**config.mk**
```make
export PLATFORM = sky130hd
export DESIGN_NAME = sershift_engine
export DESIGN_NICKNAME = d
export VERILOG_FILES = /design/src/rtl/sershift_pkg.sv /design/src/rtl/sershift_sync.sv /design/src/rtl/sershift_clkgen.sv /design/src/rtl/sershift_bitcnt.sv /design/src/rtl/sershift_engine.sv
export SDC_FILE = /design/constraint.sdc
export NUM_CORES = 1
export LEC_CHECK = 0
export ABC_AREA = 1
export BUFFER_PORTS_ARGS = -buffer_cell sky130_fd_sc_hd__buf_2
export CAP_MARGIN = 20
export CORE_ASPECT_RATIO = 0.7
export CORE_UTILIZATION = 45
export DETAILED_ROUTE_END_ITERATION = 7
export HOLD_SLACK_MARGIN = 0.02
export PLACE_DENSITY = 0.71
export SETUP_SLACK_MARGIN = 0.15
export SYNTH_ARGS = -nofsm -noshare
export SYNTH_HDL_FRONTEND = slang
export SYNTH_HIERARCHICAL = 1
export SYNTH_SLANG_ARGS = --single-unit
```
**constraint.sdc**
```tcl
create_clock -name clk -period 3.56 [get_ports clk]
set_input_delay 0.712 -clock clk [delete_from_list [all_inputs] [get_ports clk]]
set_output_delay 0.712 -clock clk [all_outputs]
set_load 0.005 [all_outputs]
```
**src/rtl/sershift_pkg.sv**
```systemverilog
// Package: shared types for the serial shift engine.
// Assumes: pin samples are grouped so one synchroniser instance serves all inputs.
package sershift_pkg;

    typedef enum logic {
        WIRE3 = 1'b0,   // separate serial-in and serial-out pins
        WIRE2 = 1'b1    // shared open-drain data line
    } wire_mode_e;

    typedef struct packed {
        logic sck;
        logic sdi;
        logic sda;
    } pin_sample_t;

    localparam int PIN_W = $bits(pin_sample_t);

endpackage

```
**src/rtl/sershift_sync.sv**
```systemverilog
// Module: multi-stage synchroniser for asynchronous pin inputs.
// Assumes: each bit is independent; the reset value matches the idle pin level.
module sershift_sync #(
    parameter int           W       = 1,
    parameter int           STAGES  = 2,
    parameter logic [W-1:0] RST_VAL = '1
) (
    input  logic         clk,
    input  logic         rst_n,
    input  logic [W-1:0] d_in,
    output logic [W-1:0] d_out
);
    logic [W-1:0] stage_q [STAGES];

    for (genvar g = 0; g < STAGES; g++) begin : g_stage
        // Shift the pin value one flop further along the chain.
        always_ff @(posedge clk) begin
            if (!rst_n) begin
                stage_q[g] <= RST_VAL;
            end else begin
                stage_q[g] <= (g == 0) ? d_in : stage_q[(g == 0) ? 0 : g - 1];
            end
        end
    end

    assign d_out = stage_q[STAGES-1];
endmodule

```
**src/rtl/sershift_clkgen.sv**
```systemverilog
// Module: internal serial clock generator.
// Assumes: run is held for the whole transfer; the clock idles high and the
// first edge after run rises is a falling edge, HALF_DIV cycles later.
module sershift_clkgen #(
    parameter int HALF_DIV = 4
) (
    input  logic clk,
    input  logic rst_n,
    input  logic run,
    output logic sck,
    output logic fall_ev,
    output logic rise_ev
);
    localparam int CW = (HALF_DIV > 1) ? $clog2(HALF_DIV) : 1;

    logic [CW-1:0] div_q;
    logic          sck_q;
    logic          term;

    assign term = (div_q == CW'(HALF_DIV - 1));

    // Count out each half-period and toggle the clock level at its end.
    always_ff @(posedge clk) begin
        if (!rst_n || !run) begin
            div_q <= '0;
            sck_q <= 1'b1;
        end else if (term) begin
            div_q <= '0;
            sck_q <= ~sck_q;
        end else begin
            div_q <= div_q + 1'b1;
        end
    end

    // Edge strobes mark the cycle whose clock edge moves the level.
    assign fall_ev = run && term && sck_q;
    assign rise_ev = run && term && !sck_q;
    assign sck     = sck_q;
endmodule

```
**src/rtl/sershift_bitcnt.sv**
```systemverilog
// Module: bit counter that flags the last of COUNT rising edges.
// Assumes: clear and step are never high in the same cycle.
module sershift_bitcnt #(
    parameter int COUNT = 8
) (
    input  logic clk,
    input  logic rst_n,
    input  logic clear,
    input  logic step,
    output logic last
);
    localparam int CW = (COUNT > 1) ? $clog2(COUNT) : 1;

    logic [CW-1:0] cnt_q;

    assign last = step && (cnt_q == CW'(COUNT - 1));

    // Advance on each sampled bit; restart at zero on a new transfer.
    always_ff @(posedge clk) begin
        if (!rst_n || clear) begin
            cnt_q <= '0;
        end else if (step) begin
            cnt_q <= last ? '0 : cnt_q + 1'b1;
        end
    end
endmodule

```
**src/rtl/sershift_engine.sv**
```systemverilog
// Module: write-triggered serial shift engine (top).
// Assumes: mode and clock-source controls are stable while busy; an external
// clock idles high and has half-periods longer than the synchroniser delay.
module sershift_engine
    import sershift_pkg::*;
#(
    parameter int DATA_W      = 8,
    parameter int HALF_DIV    = 4,
    parameter int SYNC_STAGES = 2
) (
    input  logic              clk,
    input  logic              rst_n,
    input  logic              ctl_enable,
    input  logic              ctl_two_wire,
    input  logic              ctl_int_clk,
    input  logic              wr_en,
    input  logic [DATA_W-1:0] wr_data,
    output logic [DATA_W-1:0] rd_data,
    input  logic              latch_wr,
    input  logic              latch_val,
    output logic              busy,
    output logic              done,
    input  logic              sck_in,
    output logic              sck_out,
    output logic              sck_oe,
    input  logic              sdi,
    output logic              sdo,
    input  logic              sda_in,
    output logic              sda_oe
);
    localparam int MSB = DATA_W - 1;

    pin_sample_t pin_raw, pin_s;
    wire_mode_e  mode;
    logic [MSB:0] sr_q;
    logic busy_q, done_q, dout_q, sck_prev_q;
    logic start, run_int, din;
    logic int_sck, int_fall, int_rise;
    logic ext_fall, ext_rise;
    logic fall_ev, rise_ev, last_bit;

    assign mode  = wire_mode_e'(ctl_two_wire);
    assign start = wr_en && ctl_enable && !busy_q;

    // Bring the asynchronous pins into the system clock domain.
    assign pin_raw = '{sck: sck_in, sdi: sdi, sda: sda_in};
    sershift_sync #(
        .W      (PIN_W),
        .STAGES (SYNC_STAGES),
        .RST_VAL('1)
    ) u_sync (
        .clk  (clk),
        .rst_n(rst_n),
        .d_in (pin_raw),
        .d_out(pin_s)
    );

    // Internal clock runs only while an enabled transfer is in flight.
    assign run_int = busy_q && ctl_enable && ctl_int_clk;
    sershift_clkgen #(
        .HALF_DIV(HALF_DIV)
    ) u_clkgen (
        .clk    (clk),
        .rst_n  (rst_n),
        .run    (run_int),
        .sck    (int_sck),
        .fall_ev(int_fall),
        .rise_ev(int_rise)
    );

    // Remember the last synchronised external clock level for edge detection.
    always_ff @(posedge clk) begin
        if (!rst_n) begin
            sck_prev_q <= 1'b1;
        end else begin
            sck_prev_q <= pin_s.sck;
        end
    end

    assign ext_fall = busy_q && ctl_enable && sck_prev_q && !pin_s.sck;
    assign ext_rise = busy_q && ctl_enable && !sck_prev_q && pin_s.sck;

    assign fall_ev = ctl_int_clk ? int_fall : ext_fall;
    assign rise_ev = ctl_int_clk ? int_rise : ext_rise;

    sershift_bitcnt #(
        .COUNT(DATA_W)
    ) u_bitcnt (
        .clk  (clk),
        .rst_n(rst_n),
        .clear(start),
        .step (rise_ev),
        .last (last_bit)
    );

    // Select the serial input source for the active pin arrangement.
    assign din = (mode == WIRE2) ? pin_s.sda : pin_s.sdi;

    // Data register: loaded by an idle write, shifted on each rising edge.
    always_ff @(posedge clk) begin
        if (wr_en && !busy_q) begin
            sr_q <= wr_data;
        end else if (rise_ev) begin
            sr_q <= {sr_q[MSB-1:0], din};
        end
    end

    // Transfer state: start on an enabled write, end on the last bit or abort.
    always_ff @(posedge clk) begin
        if (!rst_n) begin
            busy_q <= 1'b0;
            done_q <= 1'b0;
        end else begin
            done_q <= rise_ev && last_bit;
            if (!ctl_enable) begin
                busy_q <= 1'b0;
            end else if (start) begin
                busy_q <= 1'b1;
            end else if (rise_ev && last_bit) begin
                busy_q <= 1'b0;
            end
        end
    end

    // Output latch: first bit at start, next bit on falls, software when idle.
    always_ff @(posedge clk) begin
        if (!rst_n) begin
            dout_q <= 1'b1;
        end else if (start) begin
            dout_q <= wr_data[MSB];
        end else if (fall_ev) begin
            dout_q <= sr_q[MSB];
        end else if (!busy_q && latch_wr) begin
            dout_q <= latch_val;
        end
    end

    // Pin drive for the selected arrangement and clock direction.
    assign sdo     = (mode == WIRE2) ? 1'b1 : dout_q;
    assign sda_oe  = (mode == WIRE2) && !dout_q;
    assign sck_out = ctl_int_clk ? int_sck : 1'b1;
    assign sck_oe  = ctl_int_clk;
    assign rd_data = sr_q;
    assign busy    = busy_q;
    assign done    = done_q;
endmodule

```
==> summary.md, run 1 <==
| Metric | Value |
|---|---|
| First-iteration detailed-routing DRC count | `36` |
| Cell area after placement | `1350 um^2` |
| IO Count | `33` |
| CP max FO | `6` |
| Root buf cell | `clkbuf_8` |
| Global-route wire length before repair | `3.81 mm` |
| Comb power frac | `10.7%` |
| Die Span Y | `44.5 um` |
| Switch share | `21.6%` |
| Multi-input gate area | `484 um^2` |
| GRT Util Overall | `18.4%` |
| Filler instances | `218` |
| FF/Latch Area | `561 um^2` |
| Design area | `1420 um^2` |
| Sw Pwr | `131 uW` |
| Vias | `939` |
| HP Class | `flop to flop` |
| RSZ-0062 raised after global routing | `false` |
| Post-Syn Instances | `145` |
| DR WL/cell | `10.7 um` |
| Top cell type's share of synthesized area | `27.6%` |
| Routability Congestion | `0.810` |
| Fin crit period | `2010 ps` |
| Worst-path clk slew | `80 ps` |
| Clk sinks | `24` |
| Tightest Pin Transition | `406 ps` |
| # hold bufs at CTS | `0` |
| Critical path class | `input pin to primary output` |
| Vias in the first global route | `880` |
| Synth warn | `6` |
| Relative slew slack | `72.9%` |
| Maximum resistive drop on vdd | `0.221 mV` |
| Int Pwr | `476 uW` |
| Post-layout util | `61.8%` |
| Crit path required time | `2850 ps` |
| Setup TNS | `0 ps` |
| FMAX | `498 MHz` |
| Clk Latency, worst-skew pair | `260 ps` |
| DIE AREA | `2790 um^2` |
| Fraction of the yosys area taken by sequential cells | `48.3%` |
| CTS tree | `done` |
| Startpoint types | `input pin` |
| Antenna Nets Post-Route | `0` |
| LEAKAGE | `0.745 nW` |
| Proportion of layout cells with a drive suffix above 1 | `32.4%` |
| N_diodes | `0` |
| Placed Cells | `207` |
| P per Cell Area | `428 nW/um^2` |
| Grt total ovfl | `0` |
| Initial antenna violation count | `0` |
| Seq cells post-synth | `24` |
| Avg Cell Area, Syn | `8.00 um^2` |
| Setup Viol. Count Final | `0` |
| Slew Limit Fails | `0` |
| Worst Setup End Kind | `primary output` |
| Core Box Area | `2290 um^2` |
| Cts bufs inserted | `3` |
| Initial Util | `50.5%` |
| Largest net degree at the start of global routing | `15` |
| Fin. Hold Viols | `0` |
| Commonest non-fill, non-tap cell in the layout | `nand2_1` |
| Post-CTS setup buffer count | `0` |
| Max-cap violations | `0` |
| Post-Syn Area | `1160 um^2` |
| Final worst-path cycle share | `56.4%` |
| Number of distinct library cells after synthesis | `22` |
| Drt pass-1 iters | `4` |
| Worst r2r path cells | `6` |
| Tot Pwr | `607 uW` |
| Status | `finished clean` |
| Most frequent cells in the layout | `nand2_1 (49), buf_2 (32), inv_1 (21)` |
| Remaining DRCs | `0` |
| Final wirelength | `2.25 mm` |
| Post-DR vias/cell | `4.45` |
| Synth area leaders | `dfxtp_1 (28%), edfxtp_1 (21%), nand2_1 (16%)` |
| Final nets | `202` |
| Post-Syn Nets | `167` |
| Seq pwr share | `50.5%` |
| Clock share of power | `38.8%` |
| Final Instance Count excl. Fillers | `211` |
| Worst endpoint data arrival time | `1300 ps` |
| Yosys top cell by area | `dfxtp_1` |
| IO Port Bufs | `32` |
| Max clock buf depth | `2` |
| Die width | `62.7 um` |
| Hold Path Depth | `2` |
| H-Tree Level Count | `1` |
| Clock skew | `0.911 ps` |
| Std cell rows | `14` |
| Resized cells post-CTS | `0` |
| DP HPWL | `1.83 mm` |
| Area grow syn2layout | `22.3%` |
-- final timing paths --
kind                         from  slack, ps              endpoint
max                   ctl_int_clk       1550               sck_out
min          u_sync/stage_q[0][2]        420  u_sync/stage_q[1][2]
max reg2reg                  busy       1820            rd_data[0]
min reg2reg  u_sync/stage_q[0][2]        420  u_sync/stage_q[1][2]
-- state kept, by name, indices dropped and copies added (netlist names) --
signal          flops
u_clkgen/div_q      2
u_bitcnt/cnt_q      3
busy                1
u_clkgen/sck        1
done                1
rd_data             8
sck_prev_q          1
dout_q              1
u_sync/stage_q      6
-- area by class of cell --
class | instances | share of cell area [%]
repair buffers | 32 | 11.3
flip-flops and latches | 24 | 39.5
clock inverters | 1 | 2.12
clock buffers | 3 | 2.91
inverters | 27 | 7.23
well taps | 32 | 2.82
multi-input cells | 92 | 34.1
-- metal layers --
layer  wire [um]  part of all wire (%)  track usage (%)
met1         974                    43             21.2
met5           0                     0                0
met3          94                   4.2             4.90
met2        1180                    52             35.0
met4           9                  0.40             4.19
-- worst max-delay path, stage by stage --
cell   delay, ps
buf_2        110
inv_2         80
or2_2        270
buf_2        130
-- power by group through the flow --
stage / sequential [mW] / clock, mW / combinational (mW)
floorplan: 0.312 / 0 / 0.0367
global placement: 0.312 / 0 / 0.0634
detailed placement: 0.313 / 0 / 0.0658
CTS: 0.307 / 0.237 / 0.0664
global route: 0.308 / 0.250 / 0.0745
finish: 0.306 / 0.235 / 0.0652
-- cells by family (layout without fill, tap and decap cells) --
kind of cell,count (synthesis),count (layout),synth area share (%)
DFF,24,24,48.3
AOI/OAI and AO/OA,7,7,3.34
buffers and inverters,29,63,9.92
and+or+nand+nor,82,82,35.2
adders and majority gates,3,3,3.24
-- cell usage after synthesis --
library cell,number
a21oi_1,5
a21oi_2,1
buf_2,1
buf_4,1
clkinv_1,1
clkinv_2,1
dfxtp_1,16
edfxtp_1,8
ha_1,3
inv_1,21
inv_2,4
nand2_1,49
nand2_2,3
nand3_1,5
nand3_2,5
nand3_4,1
nor2_1,12
nor2_2,2
nor2_4,2
nor2_8,1
o21ai_1,1
or2_2,2
-- per-stage QoR --
| step | worst slack, ps | hold slack (ps) |
|---|---|---|
| after floorplan | 1810 | 380 |
| after global placement | 1550 | 385 |
| after detailed placement | 1500 | 401 |
| after CTS | 1550 | 422 |
| after global routing | 1520 | 448 |
| final | 1550 | 416 |
Power figures use the tool's default switching activity.
==> inputs of run 2 (changes only) <==
- PLACE_DENSITY: 0.71 -> 0.73
- clock period: 3.56 -> 1.8 ns (I/O delays scaled with it)
==> run 2 against run 1 <==
Total power is 100% higher. Flip-flop and latch count stayed put. Sequential share of layout area is 0.62 points lower. Worst hold slack worse by 160 ps. Non-clock buffer count is 3 higher. Critical path depth is 2 higher. First-iteration DRC count is 33% higher. Setup slack worse by 1200 ps. Critical path type is now flop to flop.
==> summary.md, run 2 (same netlist as run 1, synthesis figures left out) <==
| Metric | Value |
|---|---|
| Status | `finished clean` |
| Most frequent cells in the layout | `nand2_1 (49), buf_2 (32), inv_1 (21)` |
| Slew Limit Fails | `0 (unchanged)` |
| Crit. Startpoint | `busy` |
| H-Tree Level Count | `1 (unchanged)` |
| Vias in the first global route | `951 (+8.1%)` |
| CP max FO | `8 (+2)` |
| Std cell rows | `14 (unchanged)` |
| Worst endpoint data arrival time | `1410 ps (+110 ps)` |
| Initial Util | `50.5% (unchanged)` |
| Clock share of power | `38.9% (about the same)` |
| Max reg flops | `8 (unchanged)` |
| Filler instances | `210 (-3.7%)` |
| FF/Latch Area | `561 um^2 (unchanged)` |
| DP HPWL | `1.86 mm (+1.6%)` |
| First-iteration detailed-routing DRC count | `48 (+33%)` |
| Proportion of layout cells with a drive suffix above 1 | `33.5% (+1.1 points)` |
| Crit path required time | `1730 ps (-1120 ps)` |
| FMAX | `676 MHz` |
| Fin. Hold Viols | `0 (unchanged)` |
| Cts bufs inserted | `3 (unchanged)` |
| Max-cap violations | `0 (unchanged)` |
| Final wirelength | `2.31 mm (+2.5%)` |
| N_diodes | `0 (unchanged)` |
| Sw Pwr | `267 uW (+100%)` |
| LEAKAGE | `0.760 nW (+2.1%)` |
| Startpoint types | `flop` |
| Final nets | `205 (+1.5%)` |
| HP Class | `input pin to flop` |
| Maximum resistive drop on vdd | `0.703 mV (+220%)` |
| Grt total ovfl | `0 (unchanged)` |
| DR WL/cell | `10.8 um (+1.1%)` |
| Drt pass-1 iters | `4 (unchanged)` |
| Fin crit period | `1480 ps` |
| Setup TNS | `0 ps (unchanged)` |
| Global-route wire length before repair | `3.80 mm (-0.18%)` |
| Die Span Y | `44.5 um (unchanged)` |
| Root buf cell | `clkbuf_8` |
| Vias | `963 (+2.6%)` |
| Area grow syn2layout | `24.3%` |
| Clk Latency, worst-skew pair | `270 ps (about the same)` |
| Antenna Nets Post-Route | `0 (unchanged)` |
| Routability Congestion | `0.794 (-2.0%)` |
| Remaining DRCs | `0 (unchanged)` |
| Clk sinks | `24 (unchanged)` |
| Commonest non-fill, non-tap cell in the layout | `nand2_1` |
| Resized cells post-CTS | `0 (unchanged)` |
| Initial antenna violation count | `0 (unchanged)` |
| Relative slew slack | `71.8% (-1.0 points)` |
| DIE AREA | `2790 um^2 (unchanged)` |
| Setup Viol. Count Final | `0 (unchanged)` |
| Tightest Pin Transition | `421 ps (+15.6 ps)` |
| Largest net degree at the start of global routing | `15 (unchanged)` |
| Post-DR vias/cell | `4.50 (+1.1%)` |
| Multi-input gate area | `484 um^2 (unchanged)` |
| Switch share | `22.0% (+0.44 points)` |
| GRT Util Overall | `18.3% (-0.13 points)` |
| Int Pwr | `945 uW (+99%)` |
| R2R Path Start | `busy` |
| Worst r2r path cells | `6 (unchanged)` |
| CTS tree | `done` |
| P per Cell Area | `841 nW/um^2 (+97%)` |
| Comb power frac | `11.4% (+0.7 points)` |
| Final worst-path cycle share | `82.2%` |
| # hold bufs at CTS | `0 (unchanged)` |
| IO Count | `33 (unchanged)` |
| Die width | `62.7 um (unchanged)` |
| Worst-path clk slew | `80 ps (about the same)` |
| Core Box Area | `2290 um^2 (unchanged)` |
| RSZ-0062 raised after global routing | `false` |
| Hold Path Depth | `3 (+1)` |
| HP Start | `sck_in` |
| Worst Setup End Kind | `flop` |
| Clock skew | `2.20 ps (+1.29 ps)` |
| Max clock buf depth | `2 (unchanged)` |
| IO Port Bufs | `32 (unchanged)` |
| Tot Pwr | `1.21 mW (+100%)` |
| Post-CTS setup buffer count | `0 (unchanged)` |
| Seq pwr share | `49.7% (-0.8 points)` |
| Critical path class | `flop to flop` |
[run 2: changes by cell type in the layout (fill, tap and decap cells not counted)]
| cell | change |
|---|---|
| buf_4 | +3 |
[run 2: area by class of cell]
| class | count | share of cell area (%) |
|---|---|---|
| multi-input cells | 92 | 33.6 |
| repair buffers | 35 | 12.7 |
| flip-flops and latches | 24 | 38.9 |
| inverters | 27 | 7.12 |
| clock buffers | 3 | 2.86 |
| well taps | 32 | 2.78 |
| clock inverters | 1 | 2.08 |
[run 2: per-stage QoR]
step                      util [%]  std cells  cell area, um^2  setup slack (ps)  hold slack [ps]
after floorplan                  -        145             1160               269              380
after global placement        59.7        210             1370               220              393
after detailed placement      59.7        210             1370               175              393
after CTS                     62.8        214             1440               315              252
after global routing          62.8        214             1440               194              257
final                         62.8        214             1440               321              257
[run 2: metal layers]
layer  share of wire (%)  track usage, %
met1                  47            19.7
met3                 3.3            5.93
met5                   0               0
met4                0.82            6.51
met2                  49            34.6
[run 2: final timing paths]
check | to | slack (ps)
max | rd_data[2] | 320
min | u_sync/stage_q[0][2] | 260
max reg2reg | rd_data[2] | 320
min reg2reg | u_sync/stage_q[1][2] | 410
[run 2: power groups by stage]
stage / Clock, mW / Combinational, mW / Sequential (mW)
floorplan: 0 / 0.0726 / 0.618
global placement: 0 / 0.132 / 0.614
detailed placement: 0 / 0.139 / 0.616
CTS: 0.480 / 0.140 / 0.603
global route: 0.499 / 0.156 / 0.606
finish: 0.471 / 0.138 / 0.603
[run 2: worst max-delay path, cell delays in order (launching register included)]
cell and delay (ps):
dfxtp_1 360, nand2_2 70, nor2_1 120, nand2_1 80, nor2_1 90, nand2_1 100
nand3_1 330
